File: src/rtl/ptp_tc_pkg.sv
package ptp_tc_pkg;
  typedef enum logic [2:0] {
    SEL_ADDEND  = 3'd0,
    SEL_PERIOD  = 3'd1,
    SEL_TIME_LO = 3'd2,
    SEL_TIME_HI = 3'd3,
    SEL_SRC     = 3'd4
  } reg_sel_e;

  typedef enum logic [1:0] {
    SRC_EXT = 2'd0,
    SRC_SYS = 2'd1,
    SRC_TX  = 2'd2,
    SRC_RTC = 2'd3
  } clk_src_e;

  // ceil(2^32 * nominal / reference), both rates in kHz
  function automatic logic [31:0] nominal_addend(input longint unsigned ref_khz,
                                                 input longint unsigned nom_khz);
    longint unsigned num;
    num = (64'd1 << 32) * nom_khz;
    return 32'((num + ref_khz - 1) / ref_khz);
  endfunction
endpackage

File: src/rtl/ptp_cfg_regs.sv
module ptp_cfg_regs
  import ptp_tc_pkg::*;
#(
  parameter int DATA_W     = 32,
  parameter int ADD_W      = 32,
  parameter int PER_W      = 16,
  parameter int TIME_W     = 64,
  parameter logic [ADD_W-1:0] ADD_RST = '0,
  parameter logic [PER_W-1:0] PER_RST = '0
) (
  input  logic              clk,
  input  logic              rst_n,
  input  logic              wr_en,
  input  logic [2:0]        wr_sel,
  input  logic [DATA_W-1:0] wr_data,
  output logic [ADD_W-1:0]  addend_o,
  output logic [PER_W-1:0]  period_o,
  output logic [1:0]        src_o,
  output logic              load_o,
  output logic [TIME_W-1:0] load_val_o
);
  localparam int HI_W = TIME_W - DATA_W;

  logic [DATA_W-1:0] lo_stage_q;
  clk_src_e          src_q;

  always_ff @(posedge clk or negedge rst_n) begin
    if (!rst_n) begin
      addend_o   <= ADD_RST;
      period_o   <= PER_RST;
      lo_stage_q <= '0;
      src_q      <= SRC_SYS;
    end else if (wr_en) begin
      case (reg_sel_e'(wr_sel))
        SEL_ADDEND:  addend_o   <= wr_data[ADD_W-1:0];
        SEL_PERIOD:  period_o   <= wr_data[PER_W-1:0];
        SEL_TIME_LO: lo_stage_q <= wr_data;
        SEL_SRC:     src_q      <= clk_src_e'(wr_data[1:0]);
        default: ;
      endcase
    end
  end

  assign src_o      = src_q;
  assign load_o     = wr_en && (reg_sel_e'(wr_sel) == SEL_TIME_HI);
  assign load_val_o = {wr_data[HI_W-1:0], lo_stage_q};

  assert_src_write_R7: assert property (@(posedge clk) disable iff (!rst_n)
    (wr_en && wr_sel == 3'd4) |=> src_o == $past(wr_data[1:0]));

  assert_bad_sel_keeps_cfg_R10: assert property (@(posedge clk) disable iff (!rst_n)
    (wr_en && wr_sel > 3'd4) |=> ($stable(addend_o) && $stable(period_o) && $stable(src_o)));
endmodule

File: src/rtl/ptp_phase_acc.sv
module ptp_phase_acc #(
  parameter int ADD_W = 32
) (
  input  logic             clk,
  input  logic             rst_n,
  input  logic [ADD_W-1:0] addend_i,
  output logic             tick_o
);
  logic [ADD_W-1:0] acc_q;
  logic [ADD_W:0]   sum;

  assign sum = {1'b0, acc_q} + {1'b0, addend_i};

  always_ff @(posedge clk or negedge rst_n) begin
    if (!rst_n) begin
      acc_q  <= '0;
      tick_o <= 1'b0;
    end else begin
      acc_q  <= sum[ADD_W-1:0];
      tick_o <= sum[ADD_W];
    end
  end

  // a carry is exactly a decrease of the accumulator value
  assert_tick_on_wrap_R2: assert property (@(posedge clk) disable iff (!rst_n)
    1'b1 |=> tick_o == (acc_q < $past(acc_q)));

  assert_zero_addend_no_tick_R9: assert property (@(posedge clk) disable iff (!rst_n)
    (addend_i == '0) |=> !tick_o);
endmodule

File: src/rtl/ptp_tod_counter.sv
module ptp_tod_counter #(
  parameter int TIME_W = 64,
  parameter int PER_W  = 16
) (
  input  logic              clk,
  input  logic              rst_n,
  input  logic              tick_i,
  input  logic [PER_W-1:0]  period_i,
  input  logic              load_i,
  input  logic [TIME_W-1:0] load_val_i,
  output logic [TIME_W-1:0] time_o
);
  always_ff @(posedge clk or negedge rst_n) begin
    if (!rst_n)      time_o <= '0;
    else if (load_i) time_o <= load_val_i;
    else if (tick_i) time_o <= time_o + TIME_W'(period_i);
  end

  assert_hold_no_tick_R3: assert property (@(posedge clk) disable iff (!rst_n)
    (!tick_i && !load_i) |=> $stable(time_o));

  assert_step_on_tick_R3: assert property (@(posedge clk) disable iff (!rst_n)
    (tick_i && !load_i) |=> (time_o - $past(time_o)) == TIME_W'($past(period_i)));

  assert_load_wins_R6: assert property (@(posedge clk) disable iff (!rst_n)
    load_i |=> time_o == $past(load_val_i));
endmodule

File: src/rtl/ptp_time_counter.sv
module ptp_time_counter
  import ptp_tc_pkg::*;
#(
  parameter int DATA_W     = 32,
  parameter int ADD_W      = 32,
  parameter int PER_W      = 16,
  parameter int TIME_W     = 64,
  parameter longint unsigned REF_KHZ = 250000,
  parameter int PERIOD_RST = 10
) (
  input  logic              clk_ref,
  input  logic              rst_n,
  input  logic              wr_en,
  input  logic [2:0]        wr_sel,
  input  logic [DATA_W-1:0] wr_data,
  output logic [TIME_W-1:0] time_ns,
  output logic              tick_en,
  output logic [1:0]        clk_src
);
  localparam longint unsigned NOM_KHZ = 64'd1000000 / 64'(PERIOD_RST);
  localparam logic [ADD_W-1:0] ADD_RST = ADD_W'(nominal_addend(REF_KHZ, NOM_KHZ));
  localparam logic [PER_W-1:0] PER_RST = PER_W'(PERIOD_RST);

  logic [ADD_W-1:0]  addend;
  logic [PER_W-1:0]  period;
  logic              load;
  logic [TIME_W-1:0] load_val;

  ptp_cfg_regs #(
    .DATA_W(DATA_W), .ADD_W(ADD_W), .PER_W(PER_W), .TIME_W(TIME_W),
    .ADD_RST(ADD_RST), .PER_RST(PER_RST)
  ) u_cfg (
    .clk(clk_ref), .rst_n(rst_n), .wr_en(wr_en), .wr_sel(wr_sel),
    .wr_data(wr_data), .addend_o(addend), .period_o(period),
    .src_o(clk_src), .load_o(load), .load_val_o(load_val)
  );

  ptp_phase_acc #(.ADD_W(ADD_W)) u_acc (
    .clk(clk_ref), .rst_n(rst_n), .addend_i(addend), .tick_o(tick_en)
  );

  ptp_tod_counter #(.TIME_W(TIME_W), .PER_W(PER_W)) u_tod (
    .clk(clk_ref), .rst_n(rst_n), .tick_i(tick_en), .period_i(period),
    .load_i(load), .load_val_i(load_val), .time_o(time_ns)
  );

  initial begin
    assert_params_R1: assert (TIME_W == 2 * DATA_W && ADD_W <= DATA_W && PER_W <= DATA_W);
  end

  assert_lo_write_keeps_time_R6: assert property (@(posedge clk_ref) disable iff (!rst_n)
    (wr_en && wr_sel == 3'd2 && !tick_en) |=> $stable(time_ns));
endmodule

File: config.mk
export PLATFORM = sky130hd
export DESIGN_NAME = ptp_time_counter
export DESIGN_NICKNAME = d
export VERILOG_FILES = /design/src/rtl/ptp_tc_pkg.sv /design/src/rtl/ptp_cfg_regs.sv /design/src/rtl/ptp_phase_acc.sv /design/src/rtl/ptp_tod_counter.sv /design/src/rtl/ptp_time_counter.sv
export SDC_FILE = /design/constraint.sdc
export NUM_CORES = 1
export LEC_CHECK = 0
export BUFFER_PORTS_ARGS = -buffer_cell sky130_fd_sc_hd__buf_2
export CAP_MARGIN = 20
export CORE_MARGIN = 1
export CORE_UTILIZATION = 25
export DETAILED_ROUTE_END_ITERATION = 7
export PLACE_DENSITY_LB_ADDON = 0.1
export SLEW_MARGIN = 15
export SYNTH_ARGS = -nofsm -noshare
export SYNTH_HDL_FRONTEND = slang
export SYNTH_SLANG_ARGS = --single-unit
export TNS_END_PERCENT = 1
File: constraint.sdc
create_clock -name clk_ref -period 8.7 [get_ports clk_ref]
set_clock_uncertainty 0.15 [all_clocks]
set_input_delay 1.305 -clock clk_ref [delete_from_list [all_inputs] [get_ports clk_ref]]
set_output_delay 1.305 -clock clk_ref [all_outputs]
set_load 0.01 [all_outputs]
==> results.sh <==
export IMPL_cts_repair_resized=0
export IMPL_layout_commonest_cell="sky130_fd_sc_hd__dfrtp_1"
export IMPL_design_die_area_mm2=0.0396
export IMPL_routed_wl_um=29200
export IMPL_antenna_diode_count=0
export IMPL_drc_errors=0
export IMPL_area_growth_synth_to_final_pct=17.7
export IMPL_slew_headroom_pct=32.6
export IMPL_timing_final_ws_setup_ps=5270
export IMPL_run_status="finished, final reports clean"
export IMPL_design_final_nets=1119
export IMPL_h_tree_level_count=4
export IMPL_post_cts_setup_repair_bufs=0
export IMPL_min_path_cells=1
export IMPL_placement_io_buffers=104
export IMPL_cp_max_fo=4
export IMPL_ir_drop_mv=0.113
export IMPL_grt_max_degree=112
export IMPL_detailedPlace_worstSlack_ps=5260
export IMPL_first_pass_iters=4
export IMPL_synth_seq_cells=179
export IMPL_routability_congestion_estimate=0.758
export IMPL_core_area_mm2=0.0379
export IMPL_ff2ff_path_depth=11
export IMPL_track_usage_pct=15.5
export IMPL_detailroute_via_count=7243
export IMPL_row_count=71
export IMPL_synth_enable_flop_cells=0
export IMPL_hold_slack_ps=322
export IMPL_die_width_um=199
export IMPL_maxClockFrequency_ghz=0.292
export IMPL_post_route_period_util_pct=39.4
export IMPL_cts_num_sinks=179
export IMPL_timing_setup_critical_path_class="reg2reg"
export IMPL_postSynthCellCount=927
export IMPL_number_of_max_cap_violations=0
export IMPL_num_fill_cells=3984
export IMPL_tns_ps=0
export IMPL_period_needed_ps=3430
export IMPL_detail_route_vias_per_cell=4.66
export IMPL_cts_root_buffer_cell="sky130_fd_sc_hd__clkbuf_16"
export IMPL_antenna_found_initial=0
export IMPL_setup_violations=0
export IMPL_most_frequent_cells_in_the_layout="sky130_fd_sc_hd__dfrtp_1 (159), sky130_fd_sc_hd__buf_2 (103), sky130_fd_sc_hd__nand2_1 (94)"
export IMPL_hpwl_um=21200
export IMPL_floorplan_die_height_um=199
export IMPL_netlist_cell_type_count=61
export IMPL_routed_wirelength_normalized_by_instance_count_um=18.8
export IMPL_initialDrtViolationCount=331
export IMPL_cts_hold_buffers=0
export IMPL_drt_antenna_violating_nets=0
export IMPL_synthesis_nets=1015
export IMPL_top_level_ports=105
export IMPL_critPathCaptureType="register"
export IMPL_worst_setup_hold_path_clk_slew_ps=70
export IMPL_final_hold_viol_count=0
export IMPL_clkLatencyLatePin_ps=440
export IMPL_holdCritPathClass="reg2reg"
export IMPL_timing_reg2reg_setup_slack_ps=5270
export IMPL_power_static_leakage_nw=4.79
export IMPL_power_total_mw=3.80
export IMPL_arrival_time_of_data_at_the_critical_path_endpoint_ps=3620
export IMPL_share_of_layout_cells_above_drive_strength_1_pct=25.5
export IMPL_grt_pass1_vias=7425
export IMPL_synth_flop_cell="sky130_fd_sc_hd__dfrtp_1"
export IMPL_synth_avg_cell_area_um2=10.5
export IMPL_ys_async_sr_fraction_pct=100
export IMPL_tritoncts="yes"
export IMPL_critical_path_data_required_time_ps=8890
export IMPL_rsz0062_at_grt="no"
export IMPL_maxSlewViolCount=0
export IMPL_synthesis_area_mm2=0.00970
export IMPL_startpoint_type="register"
export IMPL_wire_length_of_the_first_global_routing_pass_um=45500
export IMPL_cts_max_path_buffers=2
export IMPL_worst_slew_pin_transition_ps=1000
export IMPL_synth_seq_area_share_pct=46.4
export IMPL_power_per_cell_area_mw_per_mm2=332
export IMPL_yosys_warnings=0
export IMPL_cts_buffers=17
export IMPL_initial_utilization_pct=25.6
export IMPL_grt_remaining_overflow=0
worst max-delay path, cell delays in order (launching register included):
cell                        delay, ps
sky130_fd_sc_hd__dfrtp_1          370
sky130_fd_sc_hd__ha_1             200
sky130_fd_sc_hd__fa_1             210
sky130_fd_sc_hd__a21o_1           130
sky130_fd_sc_hd__a21oi_1          120
sky130_fd_sc_hd__o21ai_1          200
sky130_fd_sc_hd__nand4bb_1        240
sky130_fd_sc_hd__a31o_2           330
sky130_fd_sc_hd__nor4_1           820
sky130_fd_sc_hd__nand4_1          220
sky130_fd_sc_hd__xor2_1           180
sky130_fd_sc_hd__o21ai_0          140
cells by family after synthesis:
kind of cell | after synthesis | synth area share, %
buffers and inverters | 46 | 1.90
muxes | 93 | 10.7
DFF | 179 | 46.4
xor gates and xnor gates | 85 | 7.67
adders and majority gates | 50 | 6.60
and+or+nand+nor | 263 | 13.4
AOI/OAI and AO/OA | 211 | 13.3
layout make-up:
cell class / count / area (µm²) / share of cell area [%]
clock buffer: 21 / 460 / 4.03
timing repair buffer: 111 / 582 / 5.09
tap: 511 / 639 / 5.60
multi-input combinational: 702 / 5030 / 44.1
inverter: 20 / 75.1 / 0.657
sequential: 179 / 4500 / 39.4
clock inverter: 11 / 128 / 1.12
path summary, 6_finish.rpt:
check | startpoint | endpoint
max in group asynchronous | rst_n | u_cfg.period_o[10]
max | u_tod.time_o[0] | u_tod.time_o[60]
max reg2reg | u_tod.time_o[0] | u_tod.time_o[60]
min | u_acc.acc_q[0] | u_acc.acc_q[0]
min in group asynchronous | rst_n | u_tod.time_o[8]
min reg2reg | u_acc.acc_q[0] | u_acc.acc_q[0]
state kept, by name, indices dropped and copies added, names as in the netlist:
signal / flops
u_acc.acc_q: 32
u_acc.tick_o: 1
u_cfg.addend_o: 32
u_cfg.lo_stage_q: 32
u_cfg.period_o: 16
u_cfg.src_o: 2
u_tod.time_o: 64
power breakdown:
part	internal [mW]	switching [mW]
registers	1.12	0.211
logic	0.741	0.932
clock network	0.441	0.354
metrics by stage:
step	instances	utilization (%)	cell area, µm²
floorplan	927	-	9700
global placement	1523	28.6	10800
detailed placement	1523	28.6	10800
global route	1555	30.1	11400
CTS	1555	30.1	11400
finish	1555	30.1	11400
synth_stat cells (8+ instances only):
cell type / number / share of area (%)
sky130_fd_sc_hd__and3_1: 12 / 0.77
sky130_fd_sc_hd__dfrtp_1: 159 / 41
sky130_fd_sc_hd__xor2_1: 38 / 3.4
sky130_fd_sc_hd__ha_1: 48 / 6.2
sky130_fd_sc_hd__nor2_1: 53 / 2.1
sky130_fd_sc_hd__a21oi_1: 54 / 2.8
sky130_fd_sc_hd__nand3_1: 31 / 1.6
sky130_fd_sc_hd__nand4_1: 21 / 1.4
sky130_fd_sc_hd__nor3_1: 12 / 0.62
sky130_fd_sc_hd__nand2_1: 94 / 3.6
sky130_fd_sc_hd__dfstp_2: 20 / 5.4
sky130_fd_sc_hd__xnor2_1: 47 / 4.2
sky130_fd_sc_hd__mux2_2: 84 / 9.7
sky130_fd_sc_hd__o21ai_0: 73 / 3.8
sky130_fd_sc_hd__mux2i_1: 9 / 0.93
sky130_fd_sc_hd__a31oi_1: 8 / 0.52
sky130_fd_sc_hd__a21o_1: 26 / 2.0
sky130_fd_sc_hd__nor4_1: 8 / 0.52
sky130_fd_sc_hd__clkbuf_1: 22 / 0.85
sky130_fd_sc_hd__inv_1: 20 / 0.77
sky130_fd_sc_hd__a211oi_1: 8 / 0.62
routing by layer:
layer	wire [µm]	share of wire [%]	vias up	global-route usage, %
li1	-	-	3541	-
met1	14400	49	3572	22.0
met2	13600	47	115	24.5
met3	859	2.9	15	2.10
met4	309	1.1	0	3.90
met5	0	0	-	0
(Power assumes the default switching activity.)
